[config.mk]
export PLATFORM = sky130hd
export DESIGN_NAME = adc_seq_ctrl
export DESIGN_NICKNAME = d
export VERILOG_FILES = /design/src/rtl/adc_seq_pkg.sv /design/src/rtl/adc_seq_engine.sv /design/src/rtl/adc_seq_chan.sv /design/src/rtl/adc_seq_regs.sv /design/src/rtl/adc_seq_ctrl.sv
export SDC_FILE = /design/constraint.sdc
export NUM_CORES = 1
export LEC_CHECK = 0
export ABC_CLOCK_PERIOD_IN_PS = 2140
export CORE_MARGIN = 2
export CORE_UTILIZATION = 35
export CTS_CLUSTER_DIAMETER = 60
export DETAILED_ROUTE_END_ITERATION = 8
export MAX_ROUTING_LAYER = met4
export SLEW_MARGIN = 20
export SYNTH_ARGS = -nofsm -noshare
export SYNTH_HDL_FRONTEND = slang
export SYNTH_HIERARCHICAL = 1
export SYNTH_SLANG_ARGS = --single-unit
[constraint.sdc]
create_clock -name clk_i -period 2.14 [get_ports clk_i]
set_clock_uncertainty 0.1 [all_clocks]
set_input_delay 0.428 -clock clk_i [delete_from_list [all_inputs] [get_ports clk_i]]
set_output_delay 0.428 -clock clk_i [all_outputs]
set_load 0.05 [all_outputs]
[src/rtl/adc_seq_pkg.sv]
package adc_seq_pkg;

  typedef enum logic [1:0] {
    SEQ_IDLE  = 2'd0,
    SEQ_START = 2'd1,
    SEQ_WAIT  = 2'd2
  } seq_state_e;

  // control fields below the completion flag, bit 5 down to bit 0
  typedef struct packed {
    logic       scan;
    logic       mult;
    logic [3:0] sel;
  } ctrl_t;

endpackage

[src/rtl/adc_seq_engine.sv]
module adc_seq_engine
  import adc_seq_pkg::*;
#(
  parameter int N_SLOTS = 4,
  parameter int SLOT_W  = 2
) (
  input  logic              clk_i,
  input  logic              rst_ni,
  input  logic              restart_i,
  input  logic              en_i,
  input  logic              scan_i,
  input  logic              conv_done_i,
  output logic              start_o,
  output logic [SLOT_W-1:0] slot_o,
  output logic              store_o,
  output logic              seq_end_o
);

  localparam logic [SLOT_W-1:0] LAST_SLOT = SLOT_W'(N_SLOTS - 1);

  seq_state_e        state_q;
  logic [SLOT_W-1:0] slot_q;

  always_ff @(posedge clk_i or negedge rst_ni) begin
    if (!rst_ni) begin
      state_q <= SEQ_IDLE;
      slot_q  <= '0;
    end else if (restart_i) begin
      state_q <= SEQ_START;
      slot_q  <= '0;
    end else begin
      case (state_q)
        SEQ_START: if (en_i) state_q <= SEQ_WAIT;
        SEQ_WAIT: begin
          if (conv_done_i) begin
            if (slot_q == LAST_SLOT) begin
              slot_q  <= '0;
              state_q <= scan_i ? SEQ_START : SEQ_IDLE;
            end else begin
              slot_q  <= slot_q + 1'b1;
              state_q <= SEQ_START;
            end
          end
        end
        default: state_q <= SEQ_IDLE;
      endcase
    end
  end

  assign start_o   = (state_q == SEQ_START) && en_i;
  assign slot_o    = slot_q;
  assign store_o   = (state_q == SEQ_WAIT) && conv_done_i && !restart_i;
  assign seq_end_o = store_o && (slot_q == LAST_SLOT);

  AST_START_PULSE: assert property (@(posedge clk_i) disable iff (!rst_ni)
    start_o && !restart_i |=> !start_o);

  AST_NO_START_DISABLED: assert property (@(posedge clk_i) disable iff (!rst_ni)
    !en_i |-> !start_o);

  AST_RESTART_SLOT1: assert property (@(posedge clk_i) disable iff (!rst_ni)
    restart_i |=> (slot_o == '0) && !store_o);

  AST_ONESHOT_STOP: assert property (@(posedge clk_i) disable iff (!rst_ni)
    seq_end_o && !scan_i && !restart_i |=> !start_o && !store_o);

endmodule

[src/rtl/adc_seq_chan.sv]
module adc_seq_chan #(
  parameter int CH_W   = 3,
  parameter int SLOT_W = 2
) (
  input  logic              mult_i,
  input  logic [CH_W-1:0]   sel_i,
  input  logic [SLOT_W-1:0] slot_i,
  output logic [CH_W-1:0]   chan_o
);

  localparam int GRP_W = CH_W - SLOT_W;

  generate
    if (GRP_W > 0) begin : g_grouped
      // upper select bits choose the group, slot counter walks inside it
      assign chan_o = mult_i ? {sel_i[CH_W-1:SLOT_W], slot_i} : sel_i;
    end else begin : g_flat
      assign chan_o = mult_i ? slot_i[CH_W-1:0] : sel_i;
    end
  endgenerate

endmodule

[src/rtl/adc_seq_regs.sv]
module adc_seq_regs
  import adc_seq_pkg::*;
#(
  parameter int DATA_W   = 8,
  parameter int N_SLOTS  = 4,
  parameter int ADDR_W   = 3,
  parameter int OPT_ADDR = 7,
  parameter int SLOT_W   = 2
) (
  input  logic              clk_i,
  input  logic              rst_ni,
  input  logic              wr_i,
  input  logic [ADDR_W-1:0] addr_i,
  input  logic [DATA_W-1:0] wdata_i,
  output logic [DATA_W-1:0] rdata_o,
  input  logic              store_i,
  input  logic [SLOT_W-1:0] store_slot_i,
  input  logic [DATA_W-1:0] store_data_i,
  input  logic              seq_end_i,
  output ctrl_t             ctrl_o,
  output logic              en_o,
  output logic              ctrl_wr_o
);

  localparam logic [ADDR_W-1:0] CTRL_A = '0;
  localparam logic [ADDR_W-1:0] OPT_A  = ADDR_W'(OPT_ADDR);

  ctrl_t                          ctrl_q;
  logic                           ccf_q;
  logic                           en_q;
  logic [N_SLOTS-1:0][DATA_W-1:0] res_q;
  logic                           opt_wr;
  logic                           unused_wdata;

  assign ctrl_wr_o    = wr_i && (addr_i == CTRL_A);
  assign opt_wr       = wr_i && (addr_i == OPT_A);
  assign unused_wdata = ^wdata_i[DATA_W-2:6];

  always_ff @(posedge clk_i or negedge rst_ni) begin
    if (!rst_ni) begin
      ctrl_q <= '0;
      ccf_q  <= 1'b0;
      en_q   <= 1'b0;
    end else begin
      if (ctrl_wr_o) ctrl_q <= ctrl_t'(wdata_i[5:0]);
      if (ctrl_wr_o)      ccf_q <= 1'b0;
      else if (seq_end_i) ccf_q <= 1'b1;
      if (opt_wr) en_q <= wdata_i[DATA_W-1];
    end
  end

  generate
    for (genvar g = 0; g < N_SLOTS; g++) begin : g_slot
      always_ff @(posedge clk_i or negedge rst_ni) begin
        if (!rst_ni)                                      res_q[g] <= '0;
        else if (store_i && store_slot_i == SLOT_W'(g))   res_q[g] <= store_data_i;
      end
    end
  endgenerate

  always_comb begin
    rdata_o = '0;
    if (addr_i == CTRL_A) rdata_o = DATA_W'({ccf_q, 1'b0, ctrl_q});
    if (addr_i == OPT_A)  rdata_o = {en_q, {(DATA_W-1){1'b0}}};
    for (int k = 0; k < N_SLOTS; k++)
      if (addr_i == ADDR_W'(k + 1)) rdata_o = res_q[k];
  end

  assign ctrl_o = ctrl_q;
  assign en_o   = en_q;

  AST_CCF_CLEAR: assert property (@(posedge clk_i) disable iff (!rst_ni)
    ctrl_wr_o |=> !ccf_q);

  AST_CCF_SET: assert property (@(posedge clk_i) disable iff (!rst_ni)
    seq_end_i && !ctrl_wr_o |=> ccf_q);

  AST_CCF_STICKY: assert property (@(posedge clk_i) disable iff (!rst_ni)
    ccf_q && !ctrl_wr_o |=> ccf_q);

  AST_RESULT_HOLD: assert property (@(posedge clk_i) disable iff (!rst_ni)
    !store_i |=> $stable(res_q));

endmodule

[src/rtl/adc_seq_ctrl.sv]
module adc_seq_ctrl
  import adc_seq_pkg::*;
#(
  parameter int DATA_W   = 8,
  parameter int N_SLOTS  = 4,
  parameter int CH_W     = 3,
  parameter int ADDR_W   = 3,
  parameter int OPT_ADDR = 7
) (
  input  logic              clk_i,
  input  logic              rst_ni,
  input  logic              bus_wr_i,
  input  logic [ADDR_W-1:0] bus_addr_i,
  input  logic [DATA_W-1:0] bus_wdata_i,
  output logic [DATA_W-1:0] bus_rdata_o,
  output logic [CH_W-1:0]   conv_chan_o,
  output logic              conv_start_o,
  input  logic              conv_done_i,
  input  logic [DATA_W-1:0] conv_data_i
);

  localparam int SLOT_W = $clog2(N_SLOTS);

  ctrl_t             ctrl;
  logic              en;
  logic              ctrl_wr;
  logic              store;
  logic              seq_end;
  logic [SLOT_W-1:0] slot;
  logic              unused_sel;

  assign unused_sel = ^ctrl.sel;

  adc_seq_regs #(
    .DATA_W(DATA_W), .N_SLOTS(N_SLOTS), .ADDR_W(ADDR_W),
    .OPT_ADDR(OPT_ADDR), .SLOT_W(SLOT_W)
  ) i_regs (
    .clk_i        (clk_i),
    .rst_ni       (rst_ni),
    .wr_i         (bus_wr_i),
    .addr_i       (bus_addr_i),
    .wdata_i      (bus_wdata_i),
    .rdata_o      (bus_rdata_o),
    .store_i      (store),
    .store_slot_i (slot),
    .store_data_i (conv_data_i),
    .seq_end_i    (seq_end),
    .ctrl_o       (ctrl),
    .en_o         (en),
    .ctrl_wr_o    (ctrl_wr)
  );

  adc_seq_engine #(.N_SLOTS(N_SLOTS), .SLOT_W(SLOT_W)) i_engine (
    .clk_i       (clk_i),
    .rst_ni      (rst_ni),
    .restart_i   (ctrl_wr),
    .en_i        (en),
    .scan_i      (ctrl.scan),
    .conv_done_i (conv_done_i),
    .start_o     (conv_start_o),
    .slot_o      (slot),
    .store_o     (store),
    .seq_end_o   (seq_end)
  );

  adc_seq_chan #(.CH_W(CH_W), .SLOT_W(SLOT_W)) i_chan (
    .mult_i (ctrl.mult),
    .sel_i  (ctrl.sel[CH_W-1:0]),
    .slot_i (slot),
    .chan_o (conv_chan_o)
  );

  AST_CHAN_HOLD: assert property (@(posedge clk_i) disable iff (!rst_ni)
    conv_start_o && !ctrl_wr |=> $stable(conv_chan_o));

endmodule

==> metrics <==
CTS Sinks=44; ranking of synthesized cells by area=dfrtp_1, mux2_2, mux2i_1; setup slack, reg-to-reg=0.29 ns; buffer depth of the longest clock path=2; GP Congestion=0.842; Die ar.=6710 sq um; Via Count=1,490; sequential fraction of the synthesis area=0.518; reg-to-reg critical path endpoint=i_regs/res_q[2]; HP Class=input port to asynchronous set/reset pin; Post-Place Cell Area=2760 sq um; Die X-Extent=81.9 microns; Yosys warning total=6; layout filler cell count=510; status=finished clean; crit path cell chain=buf_2 > bufbuf_16 > buf_4 > inv_1 > nor2_2 > a221o_1 > buf_6; Yosys reg bits=44; final setup fails=0; Slew headroom=0.619; syn avg cell area=13.4 sq um; critical path depth in cells=7; layout cells sized above 1=0.512; fin crit period=2.11 ns; Net Sw Power=1020 uW; CTS H-Tree Depth=2; Post-synth EDFFs=0; Final Hold Violating Endpoints=0; cell-internal power=2090 uW; hold_buf cts=0; Synth Flop Type=dfrtp_1; Core Region=5890 sq um; Layout Cell Area excl Fill=3020 sq um; RSZ-0062 raised after global routing=false; slowest CP cell=a221o_1; net switching share of the total power=0.329; syn nets=182; CTS tree=built; Routed Antenna Nets=0; row count=28; worst endpoint required time=1.61 ns; Clk pwr share=0.209; number of cells on the worst reg-to-reg path=5; chip height=81.9 microns; mapped cell area=2120 sq um; GRT overflow=0; WP data arrival=1.58 ns; clock root buffer=clkbuf_8; Yosys cell types=32; pre-CTS setup slack=-0.362 ns; Tcrit/Tclk final=0.984; maxcap violations=0; drt wl/cell=17.3 microns; Final WS setup=0.0334 ns; CTS buffer count=5; delay-heaviest family, CP=buffers and inverters; first-pass GRT wire length=7920 microns; GRT Util Overall=0.165; Crit. Startpoint=bus_addr_i[0]; Clock transition at path regs=0.09 ns; vias per cell=5.10; Synth top cells by count=mux2_2, dfrtp_1, mux2i_1; drt first-iter violations=51; Leakage=0.00139 uW; Pre-antenna DRT Iters=4; PwrDens=1030 nW/um^2; drt drc=0; fmax=475 MHz; Crit Path Class=input port to output pin; Synth top area share=0.518; Reg power frac=0.432; CP Capture Type=output pin; initial antenna violation count=0; Final Max Tran Viols=0; Worst path max stage delay=0.35 ns; cells after synthesis=158; Area growth syn-to-layout=41.9%; Post-Route WL=5060 microns; number of buffers added on ports=33; count leader, synth=mux2_2; Worst Setup EP=bus_rdata_o[3]; DP Wirelength=3570 microns; ANT cells=0; worst skew pair latency=0.30 ns; leading area contributor after synthesis=dfrtp_1; Least-Margin Pin Slew=0.572 ns; largest net degree at the start of global routing=24; I/O pin count=35; Crit Path Max Fanout=5; number of global-route vias before repair=1,626; Worst Setup Start Kind=input port; combinational power share=0.359; reg2reg start=i_engine/state_q[0]; Final #Nets=240; peak supply drop=401 uV; WP buf/inv=5; Initial Utilization=0.361; asr flop ratio synth=1.00
power by group through the flow:
| stage | sequential (uW) | clock (uW) | combinational [uW] |
|---|---|---|---|
| final | 1340 | 649 | 1120 |
| after CTS | 1340 | 676 | 1130 |
| after detailed placement | 1350 | 0 | 1070 |
| after global routing | 1380 | 700 | 1190 |
| after global placement | 1330 | 0 | 1040 |
| after floorplan | 1280 | 0 | 743 |
how the worst min path moves through the flow:
stage,cells after the start,slack (ns),endpoint
3_3_place_gp,1,0.34,i_regs/ctrl_o[5]
6_report,1,0.009,i_regs/ctrl_o[5]
4_1_cts,1,0.01,i_regs/en_o
3_5_place_dp,1,0.35,i_regs/en_o
2_1_floorplan,0,0.03,i_engine/slot_o[0]
5_1_grt,1,0.04,i_regs/ctrl_o[5]
per-layer routing:
layer  vias to the layer above  global-route usage  wire (microns)
li1                        706                   -               -
met1                       754               0.192            2130
met2                        26               0.288            2680
met3                         4              0.0308             186
met4                         0              0.0517              59
met5                         -                   -               0
worst reg2reg max path, delay by kind of cell (launching register included):
| family | cells | cell delay, ns |
|---|---|---|
| and+or+nand+nor | 3 | 0.71 |
| muxes | 1 | 0.33 |
| buffers and inverters | 1 | 0.18 |
| DFF | 1 | 0.42 |
per-stage QoR:
| step | total power, uW | utilization | TNS [ns] | hold WS [ns] | instances |
|---|---|---|---|---|---|
| 2_1_floorplan | 2030 | - | -0.350 | 0.0324 | 158 |
| 3_3_place_gp | 2360 | 0.468 | -12.17 | 0.340 | 279 |
| 3_5_place_dp | 2420 | 0.468 | -13.45 | 0.353 | 279 |
| 4_1_cts | 3140 | 0.511 | 0 | 0.0101 | 292 |
| 5_1_grt | 3270 | 0.512 | 0 | 0.0424 | 292 |
| 6_report | 3110 | 0.512 | 0 | 0.00942 | 292 |
final cells by class:
cell class              count  area [sq um]  area share
clock inverters             3          46.3      0.0154
well taps                  75          93.8      0.0311
repair buffers             56           644       0.214
clock buffers               5          68.8      0.0228
multi-input cells         107          1050       0.349
inverters                   2          7.51     0.00249
flip-flops and latches     44          1100       0.365
state kept, by name, indices dropped and copies added (netlist names):
name	cells
i_regs/res_q	32
i_regs/ctrl_o	6
i_engine/slot_o	2
i_engine/state_q	2
i_regs/ccf_q	1
i_regs/en_o	1
what timing repair did:
action,CTS,global route
gates resized for setup,23,4
buffers inserted,3,0
setup endpoints to repair,15,6
hold endpoints to repair,0,0
cloned,2,0
pin swaps,2,4
logic make-up (layout without fill, tap and decap cells):
kind of cell | after synthesis | after routing | synth area share
DFF | 44 | 44 | 0.518
adders and majority gates | 1 | 1 | 0.00589
muxes | 55 | 55 | 0.288
AOI/OAI and AO/OA | 17 | 17 | 0.0618
and+or+nand+nor | 34 | 34 | 0.108
buffers and inverters | 7 | 66 | 0.0177
cells in the final DEF, fill, tap and decap left out, drive strengths merged, types with 2 or more instances in the layout:
cell	count
mux2	46
dfrtp	44
buf	35
clkdlybuf4s50	18
mux2i	9
nor2	7
clkbuf	5
nand3b	4
nand3	4
nand2b	4
nor2b	4
o221ai	3
nor3b	3
inv	3
a21oi	3
a22oi	3
bufbuf	2
a221o	2
o22ai	2
Note: power is estimated with default switching activity, not from simulation.
